$ cat src/rtl/pulse_sequencer.sv
module pulse_sequencer #(
  parameter int HIGH_CYCLES = 5,
  parameter int OFF_CYCLES  = 3
) (
  input  logic clk,
  input  logic rst_n,
  input  logic trig,
  output logic strobe,
  output logic busy
);
  localparam int LONGEST = (HIGH_CYCLES > OFF_CYCLES) ? HIGH_CYCLES : OFF_CYCLES;
  localparam int CW      = (LONGEST < 2) ? 1 : $clog2(LONGEST);
  localparam int ON_LAST   = (HIGH_CYCLES > 0) ? HIGH_CYCLES - 1 : 0;
  localparam int REST_LAST = (OFF_CYCLES  > 0) ? OFF_CYCLES  - 1 : 0;

  typedef enum logic [1:0] {ST_IDLE, ST_ON, ST_REST} st_t;

  st_t           state;
  logic [CW-1:0] cnt;

  wire on_done   = (cnt == CW'(ON_LAST));
  wire rest_done = (cnt == CW'(REST_LAST));

  always_ff @(posedge clk or negedge rst_n) begin
    if (!rst_n) begin
      state <= ST_IDLE;
      cnt   <= '0;
    end else begin
      case (state)
        ST_IDLE: begin
          cnt <= '0;
          if (trig) state <= ST_ON;
        end
        ST_ON: begin
          if (on_done) begin
            cnt   <= '0;
            state <= (OFF_CYCLES > 0) ? ST_REST : ST_IDLE;
          end else begin
            cnt <= cnt + 1'b1;
          end
        end
        ST_REST: begin
          if (rest_done) begin
            cnt   <= '0;
            state <= ST_IDLE;
          end else begin
            cnt <= cnt + 1'b1;
          end
        end
        default: begin
          cnt   <= '0;
          state <= ST_IDLE;
        end
      endcase
    end
  end

  assign strobe = (state == ST_ON);
  assign busy   = (state != ST_IDLE);
endmodule

$ cat config.mk
export PLATFORM = sky130hd
export DESIGN_NAME = pulse_sequencer
export DESIGN_NICKNAME = d
export VERILOG_FILES = /design/src/rtl/pulse_sequencer.sv
export SDC_FILE = /design/constraint.sdc
export NUM_CORES = 1
export LEC_CHECK = 0
export ABC_CLOCK_PERIOD_IN_PS = 4000
export BUFFER_PORTS_ARGS = -buffer_cell sky130_fd_sc_hd__buf_4
export CAP_MARGIN = 20
export CORE_AREA = 2 2 39 41
export DETAILED_ROUTE_END_ITERATION = 10
export DIE_AREA = 0 0 41 43
export PLACE_DENSITY = 0.44
export SYNTH_ARGS = -nofsm -noshare
export SYNTH_HDL_FRONTEND = slang
export SYNTH_SLANG_ARGS = --single-unit
$ cat constraint.sdc
create_clock -name clk -period 4 [get_ports clk]
set_input_delay 0.2 -clock clk [delete_from_list [all_inputs] [get_ports clk]]
set_output_delay 0.2 -clock clk [all_outputs]
set_load 0.005 [all_outputs]
==> qor.csv, run 1 <==
metric,value,unit
remaining routing DRC violations,0,
critical path startpoint category,register,
routed via count,210,
Sum Neg Setup Slack,0,ns
worst hold-check slack,0.298,ns
flip-flop cell with the highest count after synthesis,sky130_fd_sc_hd__dfrtp_1,
most common cell in the netlist,sky130_fd_sc_hd__ha_1,
"Net Count, Synth",39,
number of antenna violations at the first check in global routing,0,
synthesized netlist cell count,29,
Clock Sink Count,5,
total congestion overflow after global routing,0,
clock network latency to the later pin of the worst-skew pair,0.24,ns
overall die width,41,um
layer with the highest usage after global routing,met2,
"non-filler cells, final",54,
number of violations reported at the end of detailed-routing iteration 0,0,
Final setup violation count,0,
Synth warnings,0,
count of antenna-violating nets left after detailed routing,0,
Area contributors post-synth,"sky130_fd_sc_hd__dfrtp_1 (37%), sky130_fd_sc_hd__ha_1 (26%), sky130_fd_sc_hd__mux2_1 (6.7%)",
met2 track demand over resource,0.100,
Die Ht,43,um
number of inserted diodes,0,
Die ar.,1760,um^2
area growth from synthesis to layout,25.7,%
buffers inserted during post-CTS setup optimization,0,
hold buffer count at CTS,1,
number of different library cells in the post-synthesis netlist,13,
number of pins with negative max-slew slack in the final report,0,
Avg Inst Size Synth,11.6,um^2
combined flip-flop and latch cell area,125,um^2
overall power,273,uW
number of flops mapped to enable cells by yosys,0,
static power due to leakage,0.201,nW
number of synthesized register bits,5,
total of buffers placed on input and output ports,4,
core region area,1380,um^2
leading post-synthesis cells by instance count,"sky130_fd_sc_hd__ha_1 (7), sky130_fd_sc_hd__dfrtp_1 (5), sky130_fd_sc_hd__inv_1 (5)",
Pre-antenna DRT Iters,1,
fin util,0.305,
sequential fraction of the synthesis area,0.373,
time the worst path needs with I/O delays and setup,1.48,ns
number of fillers in the final layout,147,
cell area after layout,422,um^2
slew of the pin with the lowest slew margin,0.346,ns
worst-case setup margin in the final layout,2.52,ns
MaxCap Viol Count,0,
worst max-slew margin expressed relative to the limit,0.767,
"FFs w/ async S/R, synth",1.00,
all-layer global routing usage,0.0667,
capture point of the worst reg-to-reg path,state[0],
worst r2r src,cnt[0],
layout cells sized above 1,0.263,
met1 track demand over resource,0.0724,
routed length per instance,8.54,um
startpoint-to-endpoint class of the critical path,reg2reg,
Tightest Hold Check Type,in2async,
fmax,675,MHz
Std-Cell Rows,14,
clock tree from TritonCTS,built,
area used by multi-input combinational logic,191,um^2
global-route wire length before repair,765,um
met3 usage,0.0157,
result of the run,"finished, final reports clean",
Final Net Count,49,
Worst EP required,4.12,ns
placed cell area,385,um^2
RSZ-0062 raised after global routing,no,
total power density per cell area,647,nW/um^2
Final Hold Vio Count,0,
total number of H-tree levels,1,
TritonCTS buffer count,3,
detailed-route wire length,461,um
minimum setup slack among reg-to-reg paths,2.52,ns
average via count per standard cell,3.89,
VDD IR max,0.234,mV
buffer type at the clock tree root,sky130_fd_sc_hd__clkbuf_4,
final worst clock skew,0.00340,ns
"number of placed instances, taps included",49,
Worst Reg2Reg Path Length in Cells,6,
vias in the first global route,219,
critical path capture point type,register,
CTS clock-pin slew for the worst setup and hold paths,0.04,ns
Max Fanout on Critical Path,4,
Boundary Pins,5,
DPL Wire Length,412,um
cells resized by post-CTS repair,0,
Yosys top cell by area,sky130_fd_sc_hd__dfrtp_1,
largest net degree at the start of global routing,6,
maximum root-to-sink buffer count,2,
cell area after technology mapping,335,um^2
pre-CTS setup slack,2.50,ns
final period utilization,0.370,
Yosys top cell area share,0.373,
global placer's final weighted congestion,0.654,
Crit path arrival time,1.60,ns
Initial Utilization,0.242,
-- routing by layer --
metal	part of all wire	up-vias
met3	0.039	0
met4	0	0
met5	0	-
li1	-	110
met1	0.44	97
met2	0.52	3
-- kinds of logic (layout without fill, tap and decap cells) --
group | Yosys count | count (layout) | share of synthesized area
DFF | 5 | 5 | 0.373
AOI/OAI and AO/OA | 3 | 3 | 0.101
muxes | 2 | 2 | 0.0672
buffers and inverters | 5 | 14 | 0.0560
adders and majority gates | 7 | 7 | 0.261
xor gates and xnor gates | 1 | 1 | 0.0261
and+or+nand+nor | 6 | 6 | 0.116
-- how the worst max path moves through the flow --
stage / cells after the start / end / from
after floorplan: 6 / state[0] / cnt[0]
after global placement: 6 / state[0] / cnt[0]
after detailed placement: 6 / state[0] / cnt[0]
after CTS: 6 / state[0] / cnt[0]
after global routing: 6 / state[0] / cnt[0]
final: 6 / state[0] / cnt[0]
-- critical path, cell delays in order, from the launching register on --
cell and delay, ns:
sky130_fd_sc_hd__dfrtp_1 0.39, sky130_fd_sc_hd__inv_1 0.08, sky130_fd_sc_hd__ha_1 0.20, sky130_fd_sc_hd__nand2b_4 0.07, sky130_fd_sc_hd__a21oi_4 0.18, sky130_fd_sc_hd__o22ai_2 0.11
sky130_fd_sc_hd__mux2_1 0.32
-- power by group --
group | switching, mW | internal, mW | leakage, nW
logic | 0.0719 | 0.0666 | 0.120
clock network | 0.0188 | 0.0376 | 0.0150
registers | 0.0111 | 0.0669 | 0.0659
total | 0.102 | 0.171 | 0.201
-- registers in the layout, summed over array words and instances (netlist names) --
register	count
state	2
cnt	3
-- layout by cell type, fill, tap and decap left out --
cell,n
sky130_fd_sc_hd__nor2_1,1
sky130_fd_sc_hd__clkbuf_4,3
sky130_fd_sc_hd__dfrtp_1,5
sky130_fd_sc_hd__nor3b_1,1
sky130_fd_sc_hd__buf_4,4
sky130_fd_sc_hd__nand2b_4,1
sky130_fd_sc_hd__mux2_1,2
sky130_fd_sc_hd__nand2_1,1
sky130_fd_sc_hd__clkbuf_1,1
sky130_fd_sc_hd__o22ai_2,1
sky130_fd_sc_hd__xnor2_1,1
sky130_fd_sc_hd__a21oi_4,1
sky130_fd_sc_hd__dlygate4sd3_1,1
sky130_fd_sc_hd__o21ai_0,1
sky130_fd_sc_hd__ha_1,7
sky130_fd_sc_hd__nor3_1,2
sky130_fd_sc_hd__inv_1,5
-- area by class of cell --
class                   instances  share of cell area
inverters                       5              0.0445
clock buffers                   4              0.0623
repair buffers                  5              0.0950
multi-input cells              19               0.454
well taps                      16              0.0475
flip-flops and latches          5               0.297
Note: power is estimated with default switching activity, not from simulation.
==> run 2: changes to the inputs <==
ABC_AREA = 1   (was default)
ABC_CLOCK_PERIOD_IN_PS = 1500   (was 4000)
clock period = 1.5 ns   (was 4 ns; I/O delays follow)
==> run 2 against run 1 <==
Critical path depth shrank 2; largest cell class unchanged; global-route usage grew 2.0 points; critical endpoint is now busy; cell area down 0.30%; area after synthesis down 0.37%; combinational power grew to 2.5 times the previous value; highest routed layer is now met4; critical path type is now reg2out; register-to-register slack got worse by 2.1 ns.
==> qor.csv, run 2 <==
metric,value,unit,change
capture point of the worst reg-to-reg path,state[0],,
layout cells sized above 1,0.277,,+0.0134
power share of the combinational group,0.497,,-0.011
vias in the first global route,253,,+16%
routed via count,241,,+15%
overall die width,41,um,unchanged
startpoint-to-endpoint class of the critical path,reg2out,,
Clock Sink Count,5,,unchanged
maximum root-to-sink buffer count,2,,unchanged
global placer's final weighted congestion,0.658,,+0.61%
number of flops mapped to enable cells by yosys,0,,unchanged
complex-gate fraction of the synthesized area,0,,-0.101
core region area,1380,um^2,unchanged
all-layer global routing usage,0.0870,,+0.0203
time the worst path needs with I/O delays and setup,1.15,ns,
RSZ-0062 raised after global routing,no,,
total power density per cell area,1660,nW/um^2,+160%
met1 track demand over resource,0.0957,,+0.0233
number of fillers in the final layout,151,,+2.7%
number of violations reported at the end of detailed-routing iteration 0,1,,+1
MaxCap Viol Count,0,,unchanged
most prevalent standard cell on the critical path,sky130_fd_sc_hd__inv_1,,
Net Switching,272,uW,+170%
critical path startpoint category,register,,
Die Ht,43,um,unchanged
final period utilization,0.765,,
Net Sw Frac,0.390,,+0.0173
Die ar.,1760,um^2,unchanged
TritonCTS buffer count,3,,unchanged
minimum setup slack among reg-to-reg paths,0.38,ns,-2.14 ns
Avg Inst Size Synth,8.79,um^2,-24%
routed length per instance,8.30,um,-2.8%
Final Net Count,58,,+18%
Boundary Pins,5,,unchanged
launching element of the worst setup path,state[0],,
"arithmetic-cell share of the synthesized area counting full adders, half adders and majority gates",0.262,,+0.000978
slew of the pin with the lowest slew margin,0.134,ns,-0.212 ns
flip-flop cell with the highest count after synthesis,sky130_fd_sc_hd__dfrtp_1,,
area growth from synthesis to layout,25.8,%,about the same
average via count per standard cell,3.83,,-1.6%
"number of placed instances, taps included",58,,+18%
detailed-route wire length,523,um,+13%
static power due to leakage,0.220,nW,+9.6%
largest net degree at the start of global routing,6,,unchanged
Yosys top cell by area,sky130_fd_sc_hd__dfrtp_1,,
synthesized netlist cell count,38,,+31%
remaining routing DRC violations,0,,unchanged
Final setup violation count,0,,unchanged
largest family of logic cells by synthesized area,adder cells,,
number of antenna violations at the first check in global routing,0,,unchanged
Max Fanout on Critical Path,3,,-1
"top library cells by usage in the layout, fill and taps aside","sky130_fd_sc_hd__inv_1 (7), sky130_fd_sc_hd__ha_1 (7), sky130_fd_sc_hd__nand2_1 (6)",,
cell area after layout,420,um^2,-0.30%
Crit path arrival time,1.07,ns,-0.53 ns
Critical-path top delay cell,sky130_fd_sc_hd__dfrtp_1,,
fraction of the mapped netlist area in simple logic gates,0.247,,+0.132
CP max stage delay,0.39,ns,about the same
"FFs w/ async S/R, synth",1.00,,unchanged
total number of H-tree levels,1,,unchanged
"Net Count, Synth",48,,+23%
count of antenna-violating nets left after detailed routing,0,,unchanged
worst r2r src,state[1],,
cells resized by post-CTS repair,0,,unchanged
Worst Reg2Reg Path Length in Cells,6,,unchanged
number of synthesized register bits,5,,unchanged
critical path capture point type,primary output,,
VDD IR max,0.484,mV,+110%
buffers inserted during post-CTS setup optimization,0,,unchanged
worst max-slew margin expressed relative to the limit,0.910,,+0.143
Initial Utilization,0.241,,-0.000905
result of the run,"finished, final reports clean",,
worst hold-check slack,0.201,ns,-0.0978 ns
DPL Wire Length,399,um,-3.3%
Worst EP required,1.42,ns,-2.70 ns
global-route wire length before repair,959,um,+25%
Pre-antenna DRT Iters,2,,+1
final worst clock skew,0.000956,ns,-0.00244 ns
number of pins with negative max-slew slack in the final report,0,,unchanged
clock network latency to the later pin of the worst-skew pair,0.23,ns,about the same
critical-path cell list,inv_1 -> ha_1 -> inv_1 -> buf_4,,
met3 usage,0.0157,,unchanged
post-synthesis mux area share,0,,-0.0672
xor-xnor portion of the synthesized cell area,0.0262,,+0.0000978
total congestion overflow after global routing,0,,unchanged
Area contributors post-synth,"sky130_fd_sc_hd__dfrtp_1 (37%), sky130_fd_sc_hd__ha_1 (26%), sky130_fd_sc_hd__nand2_2 (9.4%)",,
buffer type at the clock tree root,sky130_fd_sc_hd__clkbuf_4,,
placed cell area,384,um^2,-0.32%
max reg flops,3,,unchanged
Sum Neg Setup Slack,0,ns,unchanged
total of buffers placed on input and output ports,4,,unchanged
cell area after technology mapping,334,um^2,-0.37%
number of different library cells in the post-synthesis netlist,10,,-3
Yosys top cell area share,0.375,,+0.00140
Top Registers,"cnt x3, state x2",,
met2 track demand over resource,0.122,,+0.0219
total internal power,425,uW,+150%
Top reg by flops,cnt,,
Synth warnings,0,,unchanged
pre-CTS setup slack,0.385,ns,-2.12 ns
Tightest Hold Check Type,in2async,,
clock tree from TritonCTS,built,,
leading post-synthesis cells by instance count,"sky130_fd_sc_hd__ha_1 (7), sky130_fd_sc_hd__inv_1 (7), sky130_fd_sc_hd__nand2_1 (6)",,
Final Hold Vio Count,0,,unchanged
worst-case setup margin in the final layout,0.352,ns,-2.17 ns
sequential fraction of the synthesis area,0.375,,+0.00140
Std-Cell Rows,14,,unchanged
share of power burned in registers,0.290,,+0.004
portion of total power attributed to the clock network,0.213,,+0.006
CTS clock-pin slew for the worst setup and hold paths,0.04,ns,about the same
fmax,871,MHz,
layer with the highest usage after global routing,met2,,
number of inserted diodes,0,,unchanged
"non-filler cells, final",63,,+17%
run 2: changes by cell type after synthesis, moves of 2 or more:
cell,before,now
sky130_fd_sc_hd__inv_1,5,7
sky130_fd_sc_hd__mux2_1,2,0
sky130_fd_sc_hd__nand2_1,1,6
sky130_fd_sc_hd__nand2_2,0,5
sky130_fd_sc_hd__nand4_1,0,2
sky130_fd_sc_hd__nor2_1,1,3
sky130_fd_sc_hd__nor3_1,2,0
run 2: area by class of cell:
| type | count | area [um^2] | area share |
|---|---|---|---|
| Multi-Input combinational cell | 25 | 179 | 0.426 |
| Sequential cell | 5 | 125 | 0.298 |
| Timing Repair Buffer | 5 | 40.0 | 0.0952 |
| Inverter | 8 | 30.0 | 0.0714 |
| Clock buffer | 4 | 26.3 | 0.0625 |
| Tap cell | 16 | 20.0 | 0.0476 |
run 2: worst max path at each step:
stage | endpoint | cells past startpoint | slack [ns]
floorplan | state[1] | 6 | 0.47
global placement | state[1] | 6 | 0.38
detailed placement | state[1] | 6 | 0.39
CTS | busy | 4 | 0.34
global route | strobe | 3 | 0.25
finish | busy | 4 | 0.35
run 2: critical path, delay by kind of cell (launching register included):
kind                       cells  cell delay (ns)
DFF                            1             0.39
buffers and inverters          3             0.27
adders and majority gates      1             0.18
run 2: routing by layer:
metal	part of all wire	vias up
li1	-	130
met1	0.44	105
met2	0.49	4
met3	0.054	2
met4	0.015	0
met5	0	-
run 2: power by group through the flow:
stage                     registers, mW  logic (mW)  clock network (mW)
after detailed placement          0.203       0.349                   0
final                             0.202       0.347               0.149
after floorplan                   0.198       0.250                   0
after CTS                         0.202       0.354               0.160
after global routing              0.207       0.412               0.167
after global placement            0.205       0.353                   0
run 2: cells by family (layout without fill, tap and decap cells):
kind of cell	count (synthesis)	count (layout)
buf+inv	8	17
flops	5	5
xor+xnor	1	1
fa+ha+maj	7	7
simple gates	17	17
run 2: stage by stage:
step	utilization	total power, mW
after global routing	0.304	0.786
after floorplan	-	0.448
after detailed placement	0.278	0.552
after CTS	0.304	0.717
final	0.304	0.698
after global placement	0.278	0.558
run 2: timing repair:
action | CTS | global route
endpoints found under the setup margin | 0 | 0
hold buffers | 1 | 0
endpoints found under the hold margin | 5 | 0
==> run 3: changes to the inputs <==
ABC_AREA = 0   (was 1)
ABC_CLOCK_PERIOD_IN_PS = 1100   (was 1500)
clock period = 1.1 ns   (was 1.5 ns; I/O delays follow)
==> run 3 against run 2 <==
The flow now finishes with violations (negative setup slack); global-route usage grew 4.2 points; via count grew 11%; register-to-register slack lost 0.68 ns; sequential power grew 53%; count of clock-buffer cells in the layout is the same.
==> qor.csv, run 3 (synthesis gave the netlist of run 1 again) <==
metric,value,unit,change
result of the run,finished with violations,,
violated checks,negative setup slack,,
number of violations reported at the end of detailed-routing iteration 0,0,,-1
routed length per instance,12.4,um,+49%
number of fillers in the final layout,122,,-19%
area growth from synthesis to layout,91.4,%,
number of inserted diodes,0,,unchanged
startpoint-to-endpoint class of the critical path,reg2reg,,
critical path startpoint category,register,,
total number of H-tree levels,1,,unchanged
total of buffers placed on input and output ports,4,,unchanged
RSZ-0062 raised after global routing,yes,,
Crit path arrival time,1.52,ns,+0.45 ns
vias in the first global route,324,,+28%
CTS clock-pin slew for the worst setup and hold paths,0.05,ns,about the same
global placer's final weighted congestion,0.680,,+3.4%
clock tree from TritonCTS,built,,
largest net degree at the start of global routing,6,,unchanged
number of antenna violations at the first check in global routing,0,,unchanged
final period utilization,1.27,,
maximum root-to-sink buffer count,2,,unchanged
max reg flops,3,,unchanged
total congestion overflow after global routing,0,,unchanged
Clock Sink Count,5,,unchanged
overall power,1.78,mW,+160%
Initial Utilization,0.242,,+0.000905
detailed-route wire length,818,um,+56%
Pre-antenna DRT Iters,1,,-1
global-route wire length before repair,1440,um,+50%
layout cells sized above 1,0.820,,+0.543
Die Ht,43,um,unchanged
worst-case setup margin in the final layout,-0.301,ns,-0.653 ns
average via count per standard cell,4.05,,+5.8%
Boundary Pins,5,,unchanged
Top reg by flops,cnt,,
Std-Cell Rows,14,,unchanged
clock network latency to the later pin of the worst-skew pair,0.24,ns,about the same
worst hold-check slack,0.154,ns,-0.0462 ns
routed via count,267,,+11%
DPL Wire Length,526,um,+32%
slew of the pin with the lowest slew margin,0.267,ns,+0.133 ns
TritonCTS buffer count,3,,unchanged
Worst EP required,1.22,ns,-0.20 ns
worst max-slew margin expressed relative to the limit,0.822,,-0.0879
final worst clock skew,0.00174,ns,+0.000782 ns
buffer type at the clock tree root,sky130_fd_sc_hd__clkbuf_4,,
core region area,1380,um^2,unchanged
count of antenna-violating nets left after detailed routing,0,,unchanged
all-layer global routing usage,0.129,,+0.0424
Die ar.,1760,um^2,unchanged
static power due to leakage,0.284,nW,+29%
"top library cells by usage in the layout, fill and taps aside","sky130_fd_sc_hd__buf_4 (12), sky130_fd_sc_hd__inv_2 (5), sky130_fd_sc_hd__dfrtp_1 (5)",,
number of pins with negative max-slew slack in the final report,0,,unchanged
Final Hold Vio Count,0,,unchanged
overall die width,41,um,unchanged
critical path capture point type,register,,
Final Net Count,61,,+5.2%
time the worst path needs with I/O delays and setup,1.40,ns,
fmax,714,MHz,
Max Fanout on Critical Path,3,,unchanged
remaining routing DRC violations,0,,unchanged
most common library cell in the layout ignoring fill and taps,sky130_fd_sc_hd__buf_4,,
MaxCap Viol Count,0,,unchanged
VDD IR max,1.19,mV,+150%
Top Registers,"cnt x3, state x2",,
Tightest Hold Check Type,in2async,,
Final setup violation count,7,,+7
total power density per cell area,2780,nW/um^2,+67%
run 3: cell type report:
| class | count | area [um^2] | area share |
|---|---|---|---|
| Clock buffer | 4 | 26.3 | 0.0409 |
| Inverter | 5 | 18.8 | 0.0292 |
| Multi-Input combinational cell | 19 | 307 | 0.478 |
| Sequential cell | 5 | 125 | 0.195 |
| Tap cell | 16 | 20.0 | 0.0312 |
| Timing Repair Buffer | 17 | 145 | 0.226 |
run 3: path summary, 6_finish.rpt:
kind	from	to	slack (ns)	cells past startpoint
max in group asynchronous	rst_n	state[1]	0.84	2
hold reg to reg	cnt[0]	cnt[0]	0.55	2
setup / recovery	state[0]	state[1]	-0.30	5
hold / removal	rst_n	cnt[0]	0.15	2
setup reg to reg	state[0]	state[1]	-0.30	5
min in group clk	trig	state[0]	0.22	3
run 3: worst max-delay path, cell delays in order (launching register included):
cell and delay (ns):
sky130_fd_sc_hd__dfrtp_1 0.42, sky130_fd_sc_hd__inv_2 0.13, sky130_fd_sc_hd__ha_4 0.19, sky130_fd_sc_hd__nor2_4 0.05, sky130_fd_sc_hd__o22ai_4 0.16, sky130_fd_sc_hd__mux2_4 0.33
run 3: routing by layer:
layer  wire length, um  vias up  global-route usage
met3                25        0              0.0366
met2               481        5               0.206
met5                 0        -                   0
li1                  -      135                   -
met1               311      127               0.141
met4                 0        0              0.0800
run 3: repair_timing:
item / CTS / global route
endpoints found under the hold margin: 5 / 0
resized for setup: 27 / 4
buffers inserted: 5 / 0
hold buffers: 1 / 0
endpoints found under the setup margin: 7 / 7
pin swaps: 6 / 5
run 3: per-stage QoR:
stage | cell area, um^2 | worst slack, ns | TNS [ns] | util | cells
final | 642 | -0.301 | -1.42 | 0.464 | 66
after global placement | 448 | -0.297 | -0.948 | 0.324 | 57
after CTS | 629 | -0.281 | -1.35 | 0.455 | 66
after detailed placement | 448 | -0.350 | -1.18 | 0.324 | 57
after global routing | 642 | -0.339 | -1.72 | 0.464 | 66
after floorplan | 338 | -0.252 | -0.553 | - | 29
run 3: power by group:
| group | switching [mW] | total, mW | internal, mW |
|---|---|---|---|
| combinational | 0.539 | 1.26 | 0.716 |
| sequential | 0.0668 | 0.310 | 0.243 |
| clock | 0.0810 | 0.219 | 0.138 |
